**src/rtl/thr_pkg.sv**
```systemverilog
package thr_pkg;
    localparam int TS_W = 32;
    localparam logic [7:0] ADDR_CTRL = 8'h40;
    localparam logic [7:0] ADDR_STAT = 8'h41;
    localparam logic [7:0] ADDR_HIST = 8'h80;

    typedef struct packed {
        logic [TS_W-1:0] ts;
        logic            lvl;
        logic [15:0]     src;
    } hist_entry_t;
endpackage

```
**src/rtl/thr_sync.sv**
```systemverilog
module thr_sync #(
    parameter int W = 8
) (
    input  logic         clk,
    input  logic         rst_n,
    input  logic [W-1:0] async_i,
    output logic [W-1:0] sync_o
);
    typedef struct packed {
        logic [W-1:0] s1;
        logic [W-1:0] s2;
    } sync_st_t;

    sync_st_t st_d, st_q;

    always_comb begin
        st_d.s1 = async_i;
        st_d.s2 = st_q.s1;
    end

    always_ff @(posedge clk or negedge rst_n) begin
        if (!rst_n) st_q <= '0;
        else        st_q <= st_d;
    end

    assign sync_o = st_q.s2;
endmodule

```
**src/rtl/thr_fanin.sv**
```systemverilog
module thr_fanin #(
    parameter int N_SRC  = 8,
    parameter int N_PART = 4,
    localparam int PW    = (N_PART > 1) ? $clog2(N_PART) : 1
) (
    input  logic                       clk,
    input  logic                       rst_n,
    input  logic [N_SRC-1:0]           lvl_i,
    input  logic [N_SRC-1:0]           en_i,
    input  logic [N_SRC-1:0][PW-1:0]   part_i,
    output logic [N_PART-1:0]          thr_o
);
    logic [N_PART-1:0] thr_d, thr_q;

    for (genvar p = 0; p < N_PART; p++) begin : g_part
        always_comb begin
            thr_d[p] = 1'b0;
            for (int s = 0; s < N_SRC; s++) begin
                if (lvl_i[s] && en_i[s] && (part_i[s] == PW'(p)))
                    thr_d[p] = 1'b1;
            end
        end
    end

    always_ff @(posedge clk or negedge rst_n) begin
        if (!rst_n) thr_q <= '0;
        else        thr_q <= thr_d;
    end

    assign thr_o = thr_q;
endmodule

```
**src/rtl/thr_hist.sv**
```systemverilog
module thr_hist
    import thr_pkg::*;
#(
    parameter int N_SRC  = 8,
    parameter int DEPTH  = 16,
    localparam int SIW   = (N_SRC > 1) ? $clog2(N_SRC) : 1,
    localparam int HAW   = (DEPTH > 1) ? $clog2(DEPTH) : 1,
    localparam int CW    = HAW + 1
) (
    input  logic             clk,
    input  logic             rst_n,
    input  logic [N_SRC-1:0] lvl_i,
    input  logic             freeze_i,
    input  logic             clear_i,
    output hist_entry_t      mem_o [DEPTH],
    output logic [HAW-1:0]   ptr_o,
    output logic [CW-1:0]    cnt_o,
    output logic             ovf_o
);
    typedef struct {
        logic [N_SRC-1:0] seen;
        logic [TS_W-1:0]  ts;
        logic [HAW-1:0]   ptr;
        logic [CW-1:0]    cnt;
        logic             ovf;
        hist_entry_t      mem [DEPTH];
    } hist_st_t;

    hist_st_t st_d, st_q;

    always_comb begin
        logic [N_SRC-1:0] diff;
        logic [SIW-1:0]   pick;
        logic             found;

        st_d    = st_q;
        st_d.ts = st_q.ts + 1'b1;
        diff    = lvl_i ^ st_q.seen;
        pick    = '0;
        found   = 1'b0;
        for (int i = N_SRC - 1; i >= 0; i--) begin
            if (diff[i]) begin
                pick  = SIW'(i);
                found = 1'b1;
            end
        end

        if (clear_i) begin
            st_d.ptr = '0;
            st_d.cnt = '0;
            st_d.ovf = 1'b0;
        end else if (freeze_i) begin
            st_d.seen = lvl_i;
            if (found) st_d.ovf = 1'b1;
        end else if (found) begin
            st_d.mem[st_q.ptr] = '{ts: st_q.ts, lvl: lvl_i[pick], src: 16'(pick)};
            st_d.seen[pick]    = lvl_i[pick];
            st_d.ptr = (st_q.ptr == HAW'(DEPTH - 1)) ? '0 : st_q.ptr + 1'b1;
            if (st_q.cnt != CW'(DEPTH)) st_d.cnt = st_q.cnt + 1'b1;
        end
    end

    always_ff @(posedge clk or negedge rst_n) begin
        if (!rst_n) begin
            st_q.seen <= '0;
            st_q.ts   <= '0;
            st_q.ptr  <= '0;
            st_q.cnt  <= '0;
            st_q.ovf  <= 1'b0;
            for (int i = 0; i < DEPTH; i++) st_q.mem[i] <= '0;
        end else begin
            st_q <= st_d;
        end
    end

    assign mem_o = st_q.mem;
    assign ptr_o = st_q.ptr;
    assign cnt_o = st_q.cnt;
    assign ovf_o = st_q.ovf;
endmodule

```
**src/rtl/throttle_fanin.sv**
```systemverilog
module throttle_fanin
    import thr_pkg::*;
#(
    parameter int N_SRC  = 8,
    parameter int N_PART = 4,
    parameter int DEPTH  = 16,
    localparam int PW    = (N_PART > 1) ? $clog2(N_PART) : 1,
    localparam int HAW   = (DEPTH > 1) ? $clog2(DEPTH) : 1,
    localparam int CW    = HAW + 1
) (
    input  logic              clk,
    input  logic              rst_n,
    input  logic [N_SRC-1:0]  src_thr_i,
    output logic [N_PART-1:0] part_thr_o,
    input  logic              reg_we,
    input  logic [7:0]        reg_addr,
    input  logic [31:0]       reg_wdata,
    output logic [31:0]       reg_rdata
);
    typedef struct packed {
        logic [N_SRC-1:0][PW-1:0] part;
        logic [N_SRC-1:0]         en;
        logic                     freeze;
        logic [31:0]              rdata;
    } regs_t;

    regs_t            st_d, st_q;
    logic [N_SRC-1:0] lvl_sync;
    logic             clear_pulse;
    logic             freeze_q;
    hist_entry_t      hmem [DEPTH];
    logic [HAW-1:0]   hist_ptr;
    logic [CW-1:0]    hist_cnt;
    logic             hist_ovf;

    thr_sync #(.W(N_SRC)) u_sync (
        .clk(clk), .rst_n(rst_n), .async_i(src_thr_i), .sync_o(lvl_sync)
    );

    thr_fanin #(.N_SRC(N_SRC), .N_PART(N_PART)) u_fanin (
        .clk(clk), .rst_n(rst_n), .lvl_i(lvl_sync), .en_i(st_q.en),
        .part_i(st_q.part), .thr_o(part_thr_o)
    );

    thr_hist #(.N_SRC(N_SRC), .DEPTH(DEPTH)) u_hist (
        .clk(clk), .rst_n(rst_n), .lvl_i(lvl_sync), .freeze_i(st_q.freeze),
        .clear_i(clear_pulse), .mem_o(hmem), .ptr_o(hist_ptr),
        .cnt_o(hist_cnt), .ovf_o(hist_ovf)
    );

    assign freeze_q    = st_q.freeze;
    assign clear_pulse = reg_we && (reg_addr == ADDR_CTRL) && reg_wdata[1];

    always_comb begin
        logic [7:0]  hoff;
        hist_entry_t he;

        st_d = st_q;
        if (reg_we) begin
            for (int s = 0; s < N_SRC; s++) begin
                if (reg_addr == 8'(s)) begin
                    st_d.part[s] = reg_wdata[PW-1:0];
                    st_d.en[s]   = reg_wdata[31];
                end
            end
            if (reg_addr == ADDR_CTRL) st_d.freeze = reg_wdata[0];
        end

        hoff = reg_addr - ADDR_HIST;
        he   = hmem[hoff[HAW:1]];
        st_d.rdata = '0;
        for (int s = 0; s < N_SRC; s++) begin
            if (reg_addr == 8'(s))
                st_d.rdata = {st_q.en[s], {(31 - PW){1'b0}}, st_q.part[s]};
        end
        if (reg_addr == ADDR_CTRL)
            st_d.rdata = {31'b0, st_q.freeze};
        else if (reg_addr == ADDR_STAT)
            st_d.rdata = {hist_ovf, 15'b0, 8'(hist_cnt), 8'(hist_ptr)};
        else if (reg_addr >= ADDR_HIST && hoff < 8'(2 * DEPTH))
            st_d.rdata = hoff[0] ? {15'b0, he.lvl, he.src} : he.ts;
    end

    always_ff @(posedge clk or negedge rst_n) begin
        if (!rst_n) st_q <= '0;
        else        st_q <= st_d;
    end

    assign reg_rdata = st_q.rdata;
endmodule

```
**config.mk**
```make
export PLATFORM = sky130hd
export DESIGN_NAME = throttle_fanin
export DESIGN_NICKNAME = d
export VERILOG_FILES = /design/src/rtl/thr_pkg.sv /design/src/rtl/thr_sync.sv /design/src/rtl/thr_fanin.sv /design/src/rtl/thr_hist.sv /design/src/rtl/throttle_fanin.sv
export SDC_FILE = /design/constraint.sdc
export NUM_CORES = 1
export LEC_CHECK = 0
export ABC_AREA = 1
export BUFFER_PORTS_ARGS = -buffer_cell sky130_fd_sc_hd__buf_2
export CAP_MARGIN = 15
export CORE_MARGIN = 2
export CORE_UTILIZATION = 35
export CTS_CLUSTER_DIAMETER = 30
export DETAILED_ROUTE_END_ITERATION = 16
export PLACE_DENSITY = 0.52
export SETUP_SLACK_MARGIN = 0.15
export SLEW_MARGIN = 30
export SYNTH_ARGS = -nofsm -noshare
export SYNTH_HDL_FRONTEND = slang
export SYNTH_SLANG_ARGS = --single-unit
```
**constraint.sdc**
```tcl
create_clock -name clk -period 2.5 [get_ports clk]
set_input_delay 0.125 -clock clk [delete_from_list [all_inputs] [get_ports clk]]
set_output_delay 0.125 -clock clk [all_outputs]
set_load 0.005 [all_outputs]
```
---- After elaboration in Yosys (flattened, before gate mapping) ----
Index checks and enable logic that the tools add are counted.
cells by class
  shift operators ......................... 0
  bitwise gates (word level) .............. 5
  multiply operators ...................... 0
  multiplexer cells ....................... 80
  eq/ne operators ......................... 36
  reductions and logical operators ........ 72
  add/sub/neg operators ................... 4
  $lt $le $gt $ge ......................... 7
  divide/modulo/power cells ............... 0
operators by type and width
  operator                                             number
  bitwise mux 784 bit                                  1
  2-to-1 mux 32 bit                                    12
  binary-select mux 49 bit (select 4 bit)              1
  demux 49 bit (select 4 bit)                          1
  2-to-1 mux 49 bit                                    3
  logical AND 1 bit                                    45
  2-to-1 mux 1 bit                                     44
  adder 32 x 1 -> 32 bit, second input constant        1
  equality test 2 bit, second input constant           16
  equality test 8 x 3 -> 1 bit, second input constant  4
  2-to-1 mux 3 bit                                     8
  AND reduction 2 bit                                  12
  2-to-1 mux 9 bit                                     2
  equality test 2 x 1 -> 1 bit, second input constant  8
  equality test 8 x 2 -> 1 bit, second input constant  2
  equality test 8 x 7 -> 1 bit, second input constant  2
  zero test 2 bit                                      8
  2-to-1 mux 8 bit                                     2
  >= comparator 5 bit, second input constant           2
  2-to-1 mux 10 bit                                    1
  NOT 4 -> 5 bit                                       2
  bitwise mux 8 bit                                    1
  equality test 8 x 1 -> 1 bit, second input constant  1
  >= comparator 8 bit, second input constant           1
  other kinds (19)                                     24
storage, ports and cells
  bits in read-only memories .............. 0
  bits in latches ......................... 0
  input bits .............................. 51
  register bits ........................... 911
  memories ................................ 0
  bits in writable memories ............... 0

---- Logic depth before layout (Yosys ltp) ----
Gate-level depths: netlist of the first run.
  depth after elaboration ................. 16
  gate-level depth with buffers ........... 17
  depth with buffers taken out ............ 16

---- Cells and area by module ----
From an unflattened synthesis of the first run, not the netlist that was laid out.
unflattened totals
  cell total of the unflattened synthesis .. 5073
  area total of the unflattened synthesis .. 40911.7 µm²
modules (own cells, without submodules)
  module          sequential area each (µm²)  times used  area each (µm²)  cells an instance
  thr_hist        15665.0                     1           30209.0          3098
  throttle_fanin  1426.4                      1           9746.8           1839
  thr_fanin       100.1                       1           555.5            120
  thr_sync        400.4                       1           400.4            16

---- Least setup slack after synthesis of the first run ----
No wires, ideal clock.
  path type ............................... reg-to-reg
  start point ............................. register u_sync.st_q, in the netlist u_sync.sync_o[0]
  end point ............................... register u_hist.st_q, in the netlist u_hist.mem_o[530]
  data required time ...................... 2.370 ns
  period minus slack after synthesis ...... 1.902 ns
  path buffers ............................ 2
  stages on the path, launching flop included .. 17
  path slack .............................. 0.598 ns
  library setup time ...................... 0.130 ns
  arrival time ............................ 1.772 ns
  path through ............................ dfrtp_1 -> inv_1 -> nand2_1 -> nand2_1 -> inv_2 -> nand2_1 -> nor2_1 -> nand2_2 -> nand2_2 -> nor2_8 -> nand2_4 -> nor2_4 -> inv_2 -> buf_6 -> buf_4 -> nand2_1 -> o21ai_1
on the way
  cells in the longest elaborated chain, start to end .. 3
RTL lines
  element                               RTL line        source
  start: declaration                    thr_sync.sv:14  sync_st_t st_d, st_q;
  start signal: assignment              thr_sync.sv:23  else st_q <= st_d;
  XOR 8 bit                             thr_hist.sv:38  diff = lvl_i ^ st_q.seen;
  2-to-1 mux 1 bit                      thr_hist.sv:42  if (diff[i]) begin
  AND reduction 3 bit (no source line)  --
  end signal: assignment                thr_hist.sv:72  st_q <= st_d;
  end: declaration                      thr_hist.sv:29  hist_st_t st_d, st_q;
No other way between the ends.
A chain may end at the register's enable or synchronous reset.

---- Worst setup path after layout of the first run ----
  start point ............................. register u_sync.st_q, in the netlist u_sync.sync_o[5]
  end point ............................... register u_hist.st_q, in the netlist u_hist.mem_o[336]
on the way
  cells in the longest elaborated chain, start to end .. 8
RTL lines
  element                               RTL line
  XOR 8 bit                             thr_hist.sv:38
  2-to-1 mux 1 bit (6 in series)        thr_hist.sv:42
  AND reduction 3 bit (no source line)  --
No other way between the ends.

==> results.cfg, run 1 <==
[grt]
grt_pass1_vias = 25600
grt_pass1_wl_um = 155000
antenna_found_initial = 0
grt_overflow = 0
grt_max_degree = 92
grtUsageTotal_pct = 21.6

[synth]
synthArstFlopShare_pct = 100
ys_types = 46
yosys_warnings = 0
synthFlopType = dfrtp_1
synth_area_sq_um = 31500
synth_top_cells_by_area = dfrtp_1 (56%), o21ai_0 (11%), nand2_1 (9.8%)
synth.top_cell.area_share_pct = 55.9
ys_seq_area_share_pct = 55.9
syn_inst = 3686
avgSynthCellArea_sq_um = 8.54
ys_ff_latch = 703
mappedNetlistNets = 3744
synth_top_cell_by_area = dfrtp_1
synth_edf_count = 0

[place]
port_buffers = 57
hpwl_um = 56700
gp_congestion = 0.842

[timing]
fin_tns_setup_ns = 0
tightest_slew_ns = 0.709
fin_worst_hold_slack_ns = 0.0427
max_freq_mhz = 451
min_period_ns = 2.22
skew_ns = 0.0267
setup_violations = 0
relSlewSlack_pct = 52.7
hold_violations = 0
final_max_slew_viol_count = 0
rsz0062_at_grt = false
finalCritPeriodShare_pct = 88.7

[die]
initial_core_util_pct = 35.5
rows = 109
die_width_um = 304
dieArea_sq_um = 92400
die_h_um = 304
io_pins = 87
core_sq_um = 88800

[routing]
route.vias.total = 26300
drc = 0
top_layer_used = met4
wl_met1_um = 47400
wl_met3_um = 5150
vias_per_cell = 5.19
firstDrtPassIters = 5
drtIter0Drc = 2311
route.met2.wl_um = 47500
finalWirelength_um = 103000
antenna_left = 0
wl_per_cell_um = 20.4

[layout]
final_cell_mix = nand2_1 (812), dfrtp_1 (700), o21ai_0 (678)
syn2layout_area_growth_pct = 25.3
nNetsFinal = 3843
drive_gt1_share_pct = 14.0
final_common_cell = nand2_1
fin_util_pct = 44.4
antennaDiodeCount = 0

[clock_network]
cts_root_buf = clkbuf_16
clock_sinks = 703
clk_pin_slew_worst_paths_ns = 0.05
cts_made_buffers = 154
clock_latency_ns = 0.73
htree_levels = 4
cts_tree = yes
clk_path_buf_depth = 3

[hold_path]
holdCritPathClass = in2reg

[pwr]
power_mw = 41.1
ir_drop_mv = 0.580
leakage_nw = 17.6
p_per_area_nw_per_um2 = 1040

[setup_path]
crit_fanout = 6
cp.required_ns = 3.06
endpoint_kind = flip-flop
worst-path-buf-inv = 4
crit_type = reg2reg
arrival_ns = 2.77
cp_slowest_cell = dfrtp_1
worstSetupStartpointType = flip-flop
critical_path.top_delay_family = simple AND/OR/NAND/NOR gates
cpPeakStageDelay_ns = 0.44
worstPathCellList = xnor2_1 > nand2_2 > nor2_4 > nand2_4 > nand2_4 > nor2_8 > buf_12 > nand2_8 > nor2_4 > buf_4 > inv_6 > buf_6 > o21ai_0

[job]
cap_violations = 0

[run_status]
outcome = finished clean
-- path summary, 6_finish.rpt --
check | depth (start not counted) | start | end | slack [ns]
min in group asynchronous | 3 | rst_n | u_hist.mem_o[485] | 0.20
hold / removal | 2 | src_thr_i[4] | u_sync.st_d[4] | 0.04
hold reg to reg | 0 | u_sync.st_d[0] | u_sync.sync_o[0] | 0.35
setup / recovery | 13 | u_sync.sync_o[5] | u_hist.mem_o[336] | 0.28
setup reg to reg | 13 | u_sync.sync_o[5] | u_hist.mem_o[336] | 0.28
max in group asynchronous | 3 | rst_n | u_hist.mem_o[140] | 1.67
-- final cells by class --
class                   instances  area, sq um
fillers                      8610        49300
flip-flops and latches        703        17600
multi-input cells            2548        12000
clock buffers                 197         4270
repair buffers                237         2560
well taps                    1165         1460
clock inverters                74         1040
inverters                     140          562
repair inverters                1         8.76
-- through the flow --
step,worst slack [ns],cell area (sq um),instances
after global placement,0.214,33400,4743
final,0.284,39500,5065
after global routing,0.118,39500,5065
after CTS,0.174,38900,5033
after floorplan,0.598,31500,3686
after detailed placement,0.186,33400,4743
-- report_power, final --
part / switching, mW / leakage, nW / internal [mW]
sequential: 0.764 / 9.51 / 12.9
clock: 6.51 / 2.57 / 14.0
combinational: 4.65 / 5.52 / 2.26
-- cell families after synthesis --
family	count (synthesis)	synth area share (%)
flip-flops	703	55.9
buffers and inverters	435	6.40
XOR/XNOR	34	0.946
AND/OR/NAND/NOR	1361	17.4
AO/OA/AOI/OAI	1146	19.1
adder cells (fa/ha/maj)	7	0.278
-- state kept, by name, summed over array words and instances, names as in the netlist, 4 cells and up --
| register | cells |
|---|---|
| u_hist.cnt_o | 5 |
| reg_rdata | 32 |
| u_sync.sync_o | 8 |
| u_sync.st_d | 8 |
| st_q | 24 |
| u_hist.ptr_o | 4 |
| u_fanin.thr_o | 4 |
| u_hist.mem_o | 576 |
| u_hist.st_q | 40 |
-- worst register-to-register path: stages, from the launching register on --
cell	delay, ns
dfrtp_1	0.44
xnor2_1	0.24
nand2_2	0.10
nor2_4	0.15
nand2_4	0.09
nand2_4	0.10
nor2_8	0.07
buf_12	0.13
nand2_8	0.08
nor2_4	0.06
buf_4	0.17
inv_6	0.13
buf_6	0.21
o21ai_0	0.09
-- Yosys cell counts (all sizes together) (16+ instances only) --
master and instances:
o21ai 891, buf 133, nand2 825, nor2 424
o22ai 80, nand3 45, nor3 43, inv 132
a211oi 16, dfrtp 703, xor2 30, clkbuf 162
a21oi 115
-- routing by layer --
metal | global-route usage (%) | vias up
met1 | 29.8 | 12800
li1 | - | 12500
met2 | 34.3 | 728
met5 | 0 | -
met4 | 7.62 | 0
met3 | 3.51 | 213
-- timing repair --
action | 4_1_cts | 5_1_grt
endpoints found under the hold margin | 728 | 0
endpoints found under the setup margin | 0 | 453
hold buffers | 19 | 0
gates resized for setup | 0 | 48
buffers inserted | 0 | 20
(Power assumes the default switching activity.)
==> inputs of run 2 (changes only) <==
Settings changed: ABC_CLOCK_PERIOD_IN_PS from default to 2100, SLEW_MARGIN 30 to default.
Clock period 2.5 ns to 2.1 ns, I/O delays scaled along.
==> results.cfg, run 2 (synthesized netlist as in run 1, its figures left out) <==
[job]
cap_violations = 0

[grt]
grtUsageTotal_pct = 22.8
antenna_found_initial = 4
grt_pass1_wl_um = 164000
grt_max_degree = 98
grt_pass1_vias = 26600
grt_overflow = 0

[routing]
firstDrtPassIters = 6
drtIter0Drc = 2575
drc = 0
antenna_left = 0
wl_per_cell_um = 22.0
finalWirelength_um = 116000
vias_per_cell = 5.28
route.vias.total = 27700

[timing]
rsz0062_at_grt = true
relSlewSlack_pct = 37.9
fin_ws_ns = -0.0625
hold_violations = 0
tightest_slew_ns = 0.921
max_freq_mhz = 462
skew_ns = 0.0448
min_period_ns = 2.16
finalCritPeriodShare_pct = 103
setup_violations = 71
final_max_slew_viol_count = 0

[place]
gp_congestion = 0.840
port_buffers = 57
hpwl_um = 61300
postPlaceCellArea_sq_um = 34200

[pwr]
p_per_area_nw_per_um2 = 1260
ir_drop_mv = 0.783
leakage_nw = 19.2

[die]
die_width_um = 304
initial_core_util_pct = 35.5
dieArea_sq_um = 92400
die_h_um = 304
rows = 109
io_pins = 87
core_sq_um = 88800

[layout]
largest_reg_flops = 576
final_cell_mix = nand2_1 (729), dfrtp_1 (702), o21ai_0 (613)
nNetsFinal = 4008
final_common_cell = nand2_1
fill_cells = 8306
final_area_sq_um = 42800
drive_gt1_share_pct = 20.9
syn2layout_area_growth_pct = 36.0
fin_util_pct = 48.2

[clock_network]
clock_latency_ns = 0.75
clk_pin_slew_worst_paths_ns = 0.04
cts_made_buffers = 165
cts_root_buf = clkbuf_16
clock_sinks = 703
cts_tree = yes
htree_levels = 4
clk_path_buf_depth = 3

[setup_path]
reg2reg_depth = 14
arrival_ns = 2.76
critical_path.top_delay_family = simple AND/OR/NAND/NOR gates
worst-path-buf-inv = 4
cpPeakStageDelay_ns = 0.40
crit_fanout = 10
r2r_start = u_sync.sync_o[5]
reg2reg_slack_ns = -0.06
endpoint_kind = flip-flop
cp_slowest_cell = dfrtp_1
worstSetupStartpointType = flip-flop
worstPathCellList = buf_6 > xnor2_4 > nand2_2 > nor2_4 > nand2_2 > nand2_4 > nor2_8 > buf_6 > nand2_8 > nor2_4 > inv_8 > clkbuf_16 > nand2_1 > o21ai_0
rr_endpoint = u_hist.mem_o[623]
cp.required_ns = 2.70
crit_type = reg2reg

[run_status]
outcome = finished, violations left
violations = negative setup slack

[hold_path]
holdCritPathClass = in2async
run 2: cell count changes in the layout (fill, tap and decap cells not counted), moves of 26 or more:
| cell | delta |
|---|---|
| nand2_1 | -83 |
| buf_4 | +78 |
| nand2_2 | +59 |
| o21ai_1 | +42 |
| clkbuf_16 | +26 |
| o21ai_0 | -65 |
run 2: worst max-delay path by stage:
stage                     start                end  cells after the start
2_1_floorplan  u_sync.sync_o[0]  u_hist.mem_o[530]                     16
3_3_place_gp        reg_addr[1]      reg_rdata[31]                     11
3_5_place_dp   u_sync.sync_o[7]  u_hist.mem_o[653]                     17
4_1_cts        u_sync.sync_o[5]  u_hist.mem_o[474]                     14
5_1_grt        u_sync.sync_o[7]   u_hist.mem_o[32]                     16
6_report       u_sync.sync_o[5]  u_hist.mem_o[623]                     14
run 2: final cells by class:
class / count / area [sq um] / share of cell area [%]
Antenna cell: 2 / 5.00 / 0.0117
Multi-Input combinational cell: 2549 / 12600 / 29.4
Sequential cell: 703 / 17600 / 41.1
Tap cell: 1165 / 1460 / 3.40
Clock buffer: 215 / 4700 / 11.0
Timing Repair Buffer: 391 / 4620 / 10.8
Inverter: 140 / 637 / 1.49
Clock inverter: 89 / 1230 / 2.88
run 2: power by group:
group	internal (mW)	switching, mW	total, mW	leakage (nW)
logic	4.29	6.85	11.1	6.86
clock network	17.9	8.68	26.6	2.84
registers	15.3	1.01	16.3	9.52
total	37.6	16.5	54.1	19.2
run 2: worst reg2reg max path, stage by stage, from the launching register on:
cell and delay [ns]:
dfrtp_1 0.40, buf_6 0.14, xnor2_4 0.12, nand2_2 0.08
nor2_4 0.05, nand2_2 0.10, nand2_4 0.08, nor2_8 0.15
buf_6 0.14, nand2_8 0.06, nor2_4 0.20, inv_8 0.12
clkbuf_16 0.21, nand2_1 0.08, o21ai_0 0.10
run 2: what timing repair did:
action                                  in CTS  in global routing
resized for setup                          189                159
buffers inserted                            26                 22
hold buffers                                31                  0
endpoints found under the setup margin     577                599
pin swaps                                   41                 33
hold endpoints to repair                   749                  0
gates cloned                                13                 32
run 2: per-stage QoR:
step / TNS [ns] / std cells / setup WS, ns / hold slack, ns / total power [mW]
final: -1.44 / 5254 / -0.0625 / 0.0576 / 54.1
after global routing: -28.80 / 5252 / -0.161 / 0.0220 / 56.3
after CTS: 0 / 5198 / 0.0000457 / 0.00305 / 52.7
after detailed placement: -1.96 / 4824 / -0.0580 / 0.0282 / 24.6
after global placement: -1.14 / 4824 / -0.0835 / 0.0235 / 24.5
after floorplan: 0 / 3686 / 0.198 / -0.191 / 21.1
run 2: metal layers:
metal / global-route usage (%) / part of all wire, % / vias to the layer above
li1: - / - / 12900
met5: 0 / 0 / -
met4: 6.59 / 2.4 / 0
met1: 32.5 / 45 / 13700
met2: 35.5 / 46 / 983
met3: 3.90 / 7.1 / 180
